`config.mk`:
```
export PLATFORM = sky130hd
export DESIGN_NAME = branch_npc_unit
export DESIGN_NICKNAME = d
export VERILOG_FILES = /design/src/rtl/npc_pkg.sv /design/src/rtl/npc_cond_eval.sv /design/src/rtl/npc_target_gen.sv /design/src/rtl/npc_select.sv /design/src/rtl/branch_npc_unit.sv
export SDC_FILE = /design/constraint.sdc
export NUM_CORES = 1
export LEC_CHECK = 0
export ABC_AREA = 1
export ABC_CLOCK_PERIOD_IN_PS = 6900
export BUFFER_PORTS_ARGS = -buffer_cell sky130_fd_sc_hd__buf_2
export CORE_UTILIZATION = 61
export DETAILED_ROUTE_END_ITERATION = 7
export PLACE_DENSITY = 0.93
export SETUP_SLACK_MARGIN = 0.05
export SKIP_LAST_GASP = 1
export SYNTH_ARGS = -nofsm -noshare
export SYNTH_HDL_FRONTEND = slang
export SYNTH_HIERARCHICAL = 1
export SYNTH_SLANG_ARGS = --single-unit
```
`constraint.sdc`:
```
create_clock -name vclk -period 6.9
set_input_delay 1.035 -clock vclk [all_inputs]
set_output_delay 1.035 -clock vclk [all_outputs]
set_load 0.03 [all_outputs]
```
`src/rtl/npc_pkg.sv`:
```
`timescale 1ns/1ps
package npc_pkg;

    localparam int CC_W   = 4;
    localparam int NUM_CC = 10;

    typedef enum logic [CC_W-1:0] {
        CC_EQ  = 4'd0,
        CC_NE  = 4'd1,
        CC_LT  = 4'd2,
        CC_LE  = 4'd3,
        CC_GT  = 4'd4,
        CC_GE  = 4'd5,
        CC_LTU = 4'd6,
        CC_LEU = 4'd7,
        CC_GTU = 4'd8,
        CC_GEU = 4'd9
    } cc_e;

    // Packed so that z lands in bit 3 and n in bit 0
    typedef struct packed {
        logic z;
        logic v;
        logic c;
        logic n;
    } flags_t;

endpackage

```
`src/rtl/npc_cond_eval.sv`:
```
`timescale 1ns/1ps
module npc_cond_eval
    import npc_pkg::*;
(
    input  logic [CC_W-1:0] sel_i,
    input  flags_t          flags_i,
    output logic            cond_o
);

    localparam int NUM_CODES = 2 ** CC_W;

    logic [NUM_CC-1:0]    used_d;
    logic [NUM_CODES-1:0] all_d;
    logic                 slt_d;

    always_comb begin
        slt_d = flags_i.n ^ flags_i.v;
        used_d = '0;
        used_d[int'(CC_EQ)]  = flags_i.z;
        used_d[int'(CC_NE)]  = ~flags_i.z;
        used_d[int'(CC_LT)]  = slt_d;
        used_d[int'(CC_LE)]  = flags_i.z | slt_d;
        used_d[int'(CC_GT)]  = ~(flags_i.z | slt_d);
        used_d[int'(CC_GE)]  = ~slt_d;
        used_d[int'(CC_LTU)] = ~flags_i.c;
        used_d[int'(CC_LEU)] = ~flags_i.c | flags_i.z;
        used_d[int'(CC_GTU)] = flags_i.c & ~flags_i.z;
        used_d[int'(CC_GEU)] = flags_i.c;
    end

    // Spread the defined codes across the full code space; spare codes are false
    for (genvar g = 0; g < NUM_CODES; g++) begin : g_code
        if (g < NUM_CC) begin : g_used
            assign all_d[g] = used_d[g];
        end else begin : g_spare
            assign all_d[g] = 1'b0;
        end
    end

    assign cond_o = all_d[sel_i];

endmodule

```
`src/rtl/npc_target_gen.sv`:
```
`timescale 1ns/1ps
module npc_target_gen #(
    parameter int ADDR_W = 32,
    parameter int IMM_W  = 16,
    parameter int JF_W   = 26
) (
    input  logic [ADDR_W-1:0] pc_i,
    input  logic [IMM_W-1:0]  imm_i,
    input  logic [JF_W-1:0]   jfield_i,
    output logic [ADDR_W-1:0] pc4_o,
    output logic [ADDR_W-1:0] bta_o,
    output logic [ADDR_W-1:0] jta_o
);

    localparam int SEXT_W = ADDR_W - IMM_W - 2;
    localparam int HI_W   = ADDR_W - JF_W - 2;

    logic [ADDR_W-1:0] off_d;

    always_comb begin
        pc4_o = pc_i + ADDR_W'(4);
        off_d = {{SEXT_W{imm_i[IMM_W-1]}}, imm_i, 2'b00};
        bta_o = pc4_o + off_d;
        jta_o = {pc4_o[ADDR_W-1 -: HI_W], jfield_i, 2'b00};
    end

endmodule

```
`src/rtl/npc_select.sv`:
```
`timescale 1ns/1ps
module npc_select #(
    parameter int ADDR_W = 32
) (
    input  logic              br_en_i,
    input  logic              jmp_en_i,
    input  logic              cond_i,
    input  logic [ADDR_W-1:0] pc4_i,
    input  logic [ADDR_W-1:0] bta_i,
    input  logic [ADDR_W-1:0] jta_i,
    output logic [ADDR_W-1:0] npc_o,
    output logic              take_o
);

    typedef struct packed {
        logic [ADDR_W-1:0] npc;
        logic              take;
    } sel_t;

    sel_t sel_d;

    always_comb begin
        sel_d.take = br_en_i & cond_i;
        if (jmp_en_i)
            sel_d.npc = jta_i;
        else if (sel_d.take)
            sel_d.npc = bta_i;
        else
            sel_d.npc = pc4_i;
    end

    assign npc_o  = sel_d.npc;
    assign take_o = sel_d.take;

endmodule

```
`src/rtl/branch_npc_unit.sv`:
```
`timescale 1ns/1ps
module branch_npc_unit
    import npc_pkg::*;
#(
    parameter int ADDR_W = 32,
    parameter int IMM_W  = 16,
    parameter int JF_W   = 26
) (
    input  logic [ADDR_W-1:0] pc_i,
    input  logic [IMM_W-1:0]  imm_i,
    input  logic [JF_W-1:0]   jfield_i,
    input  logic              br_en_i,
    input  logic              jmp_en_i,
    input  logic [3:0]        cond_sel_i,
    input  logic [3:0]        flags_i,
    output logic [ADDR_W-1:0] npc_o,
    output logic              br_take_o
);

    logic [ADDR_W-1:0] pc4_d, bta_d, jta_d;
    logic              cond_d;
    flags_t            flags_d;

    assign flags_d = flags_t'(flags_i);

    npc_cond_eval u_cond (
        .sel_i   (cond_sel_i),
        .flags_i (flags_d),
        .cond_o  (cond_d)
    );

    npc_target_gen #(
        .ADDR_W (ADDR_W),
        .IMM_W  (IMM_W),
        .JF_W   (JF_W)
    ) u_tgt (
        .pc_i     (pc_i),
        .imm_i    (imm_i),
        .jfield_i (jfield_i),
        .pc4_o    (pc4_d),
        .bta_o    (bta_d),
        .jta_o    (jta_d)
    );

    npc_select #(
        .ADDR_W (ADDR_W)
    ) u_sel (
        .br_en_i  (br_en_i),
        .jmp_en_i (jmp_en_i),
        .cond_i   (cond_d),
        .pc4_i    (pc4_d),
        .bta_i    (bta_d),
        .jta_i    (jta_d),
        .npc_o    (npc_o),
        .take_o   (br_take_o)
    );

endmodule

```
==> impl_table.tex <==
\begin{tabular}{lr}
\hline
Metric & Value \\
\hline
\multicolumn{2}{l}{\textbf{Outcome}} \\
\quad Status & complete, no violations \\
\multicolumn{2}{l}{\textbf{Finish}} \\
\quad Sequential cell area & 0 sq um \\
\quad Post-route standard cell area excluding fillers & 0.00476 sq mm \\
\quad Area growth from synthesis to layout & 7.18\% \\
\quad End-of-flow core utilization & just under 70\% \\
\quad Area used by multi-input combinational logic & 0.00340 sq mm \\
\quad Total of clock buffers placed in the layout & 0 \\
\quad Share of layout cells above drive strength 1 & 17.7\% \\
\quad Number of antenna repair diodes & 0 \\
\quad Fin nets & approximately 1100 \\
\quad Fillers & 670 \\
\quad FF+latch count & 0 \\
\multicolumn{2}{l}{\textbf{Synth}} \\
\quad Number of instances in the synthesized netlist & between 800 and 900 \\
\quad Sequential area share after synthesis & 0\% \\
\quad Mean cell area of the mapped netlist & 5.07 sq um \\
\quad Total number of yosys warnings & 6 \\
\quad Area of the mapped netlist & 0.00445 sq mm \\
\quad Count of unique library cells instantiated by Yosys & 33 \\
\multicolumn{2}{l}{\textbf{STA}} \\
\quad Max\_slew headroom & between 40\% and 50\% \\
\quad Actual slew at the worst max-slew pin & 0.766 ns \\
\quad Part of the cycle the worst path needs & just over 70\% \\
\quad Top achievable clock speed & around 200 MHz \\
\quad Time the final worst path needs with I/O delays and setup & $\sim$5.0 ns \\
\quad Aggregate negative setup slack & 0 ns \\
\quad Count of final hold-check violations & 0 \\
\quad Endpoints failing setup & 0 \\
\quad Final WS setup & 1.88 ns \\
\quad Unrepaired setup endpoints after global routing & false \\
\quad Number of slew-limit violations in the final report & 0 \\
\multicolumn{2}{l}{\textbf{Placed design}} \\
\quad Detailed placer's ending HPWL & 10300 microns \\
\quad Placed Instance Area & $\sim$0.0048 sq mm \\
\quad Post-Place Worst Slack & 1.97 ns \\
\quad Last weighted congestion value of the routability-driven placer & $\sim$0.98 \\
\quad Number of input and output port buffers inserted & 117 \\
\multicolumn{2}{l}{\textbf{Worst setup path}} \\
\quad WP data arrival & around 4.0 ns \\
\quad Critical path class & in -> out \\
\quad Endpoint kind of the worst setup timing path & output port \\
\quad Critical Path Start Type & primary input \\
\quad Data required time at the worst endpoint & 5.86 ns \\
\quad Largest fanout on the critical path & 5 \\
\multicolumn{2}{l}{\textbf{Global route}} \\
\quad Largest net degree at the start of global routing & 34 \\
\quad Total grt overflow & 0 \\
\quad First-pass GRT wire length & slightly above 20000 microns \\
\quad Antenna violations before repair & 0 \\
\quad Via count of the first global-routing pass & 4813 \\
\quad Global Route Usage Sum & roughly a third \\
\multicolumn{2}{l}{\textbf{Pwr}} \\
\quad Max IR drop VDD & a little under 60 uV \\
\quad Static leakage & about 3.1 nW \\
\quad Tot Pwr & 397 uW \\
\quad PD cells & 83.4 mW/mm\^{}2 \\
\multicolumn{2}{l}{\textbf{Routing}} \\
\quad Post-detailed-route wirelength per cell & between 10 and 15 microns \\
\quad DRC violations left & 0 \\
\quad Routed via count divided by cell count & 5.17 \\
\quad Routed Wire Length & roughly 12000 microns \\
\quad Iteration count of the initial detailed-routing pass & 6 \\
\quad Detailed router's first-iteration violation count & 500 \\
\quad ANT nets after route & 0 \\
\quad Routed via count & around 5400 \\
\multicolumn{2}{l}{\textbf{Floorplan}} \\
\quad Die width & roughly 87 microns \\
\quad Die footprint & between 0.007 and 0.008 sq mm \\
\quad Top-level I/O count & 117 \\
\quad Initial standard-cell utilization of the core & 64.4\% \\
\quad Die height & 87.4 microns \\
\quad Standard cell core area & 0.00691 sq mm \\
\quad Standard-cell rows & 30 \\
\multicolumn{2}{l}{\textbf{Clock network}} \\
\quad \# Post-CTS Setup Buffers & 0 \\
\quad \# resized after CTS & 0 \\
\quad Post-CTS Hold Fix Bufs & 0 \\
\multicolumn{2}{l}{\textbf{Worst hold path}} \\
\quad Min-delay worst type & in -> out \\
\multicolumn{2}{l}{\textbf{Run}} \\
\quad Max-cap check violation count & 0 \\
\hline
\end{tabular}
-- synth_stat cells (7+ instances only) --
master	instances	share of area, %
sky130_fd_sc_hd__nand2_1	288	24
sky130_fd_sc_hd__nand2_2	35	4.9
sky130_fd_sc_hd__xor2_1	30	5.9
sky130_fd_sc_hd__xnor2_1	13	2.6
sky130_fd_sc_hd__nand3_1	108	12
sky130_fd_sc_hd__a21oi_1	22	2.5
sky130_fd_sc_hd__buf_4	41	6.9
sky130_fd_sc_hd__ha_1	33	9.3
sky130_fd_sc_hd__nor3_1	7	0.79
sky130_fd_sc_hd__nor2_1	66	5.6
sky130_fd_sc_hd__buf_2	9	1.0
sky130_fd_sc_hd__nand4_1	14	2.0
sky130_fd_sc_hd__inv_1	171	14
-- per-stage QoR --
stage,hold slack [ns],instances
after floorplan,2.40,878
after CTS,2.41,1038
final,2.41,1038
after detailed placement,2.41,1038
after global routing,2.43,1038
after global placement,2.41,1038
-- area by class of cell --
| cell class | instances | share of cell area [%] |
|---|---|---|
| timing repair buffer | 118 | 12.4 |
| multi-input combinational | 651 | 71.4 |
| tap | 96 | 2.52 |
| inverter | 173 | 13.6 |
-- per-layer routing --
metal  track usage [%]  wire (microns)
met2              58.0            5590
met1              41.7            5270
met3              4.74            1240
met5                 0               0
met4              9.54             379
-- cell families (layout without fill, tap and decap cells) --
family	Yosys count	in the layout	share of synthesized area [%]
other	1	2	0.0844
AND/OR/NAND/NOR	538	538	53.9
adder cells (fa/ha/maj)	34	34	9.74
buffers and inverters	227	291	23.6
AO/OA/AOI/OAI	34	34	4.28
XOR/XNOR	43	43	8.47
-- worst max-delay path, cell delays in order --
cell and delay [ns]:
sky130_fd_sc_hd__buf_2 0.11, sky130_fd_sc_hd__ha_1 0.19, sky130_fd_sc_hd__inv_1 0.05, sky130_fd_sc_hd__nor2_1 0.24, sky130_fd_sc_hd__nand2_1 0.18, sky130_fd_sc_hd__nor3_1 0.26, sky130_fd_sc_hd__xnor2_1 0.15, sky130_fd_sc_hd__inv_1 0.07
sky130_fd_sc_hd__ha_1 0.34, sky130_fd_sc_hd__a21oi_1 0.24, sky130_fd_sc_hd__nor2_1 0.08, sky130_fd_sc_hd__nor2_1 0.12, sky130_fd_sc_hd__nand2_1 0.08, sky130_fd_sc_hd__a21oi_1 0.21, sky130_fd_sc_hd__nand3_1 0.11, sky130_fd_sc_hd__nand2_1 0.08
sky130_fd_sc_hd__inv_1 0.04, sky130_fd_sc_hd__nand3_1 0.06, sky130_fd_sc_hd__nand3_1 0.08, sky130_fd_sc_hd__nand2_1 0.08, sky130_fd_sc_hd__buf_2 0.19
-- path summary, 6_finish.rpt --
path,from,endpoint,slack (ns),cells after the start
hold / removal,jfield_i[0],npc_o[2],2.41,4
setup / recovery,pc_i[2],npc_o[29],1.88,21
-- cells in the final DEF, fill, tap and decap left out, types with 4 or more instances in the layout --
master,count
sky130_fd_sc_hd__nand2_1,288
sky130_fd_sc_hd__inv_1,171
sky130_fd_sc_hd__buf_2,117
sky130_fd_sc_hd__nand3_1,108
sky130_fd_sc_hd__nor2_1,66
sky130_fd_sc_hd__nand2_2,35
sky130_fd_sc_hd__ha_1,33
sky130_fd_sc_hd__xor2_1,30
sky130_fd_sc_hd__a21oi_1,22
sky130_fd_sc_hd__nand4_1,14
sky130_fd_sc_hd__xnor2_1,13
sky130_fd_sc_hd__nor3_1,7
sky130_fd_sc_hd__nor2_2,4
sky130_fd_sc_hd__o21bai_1,4
-- power by group --
part	switching (mW)	internal, mW	leakage (nW)
logic	0.263	0.135	3.13
clock network	0	0	0
registers	0	0	0
total	0.263	0.135	3.13
No activity file was read; power rests on OpenSTA's default activity.
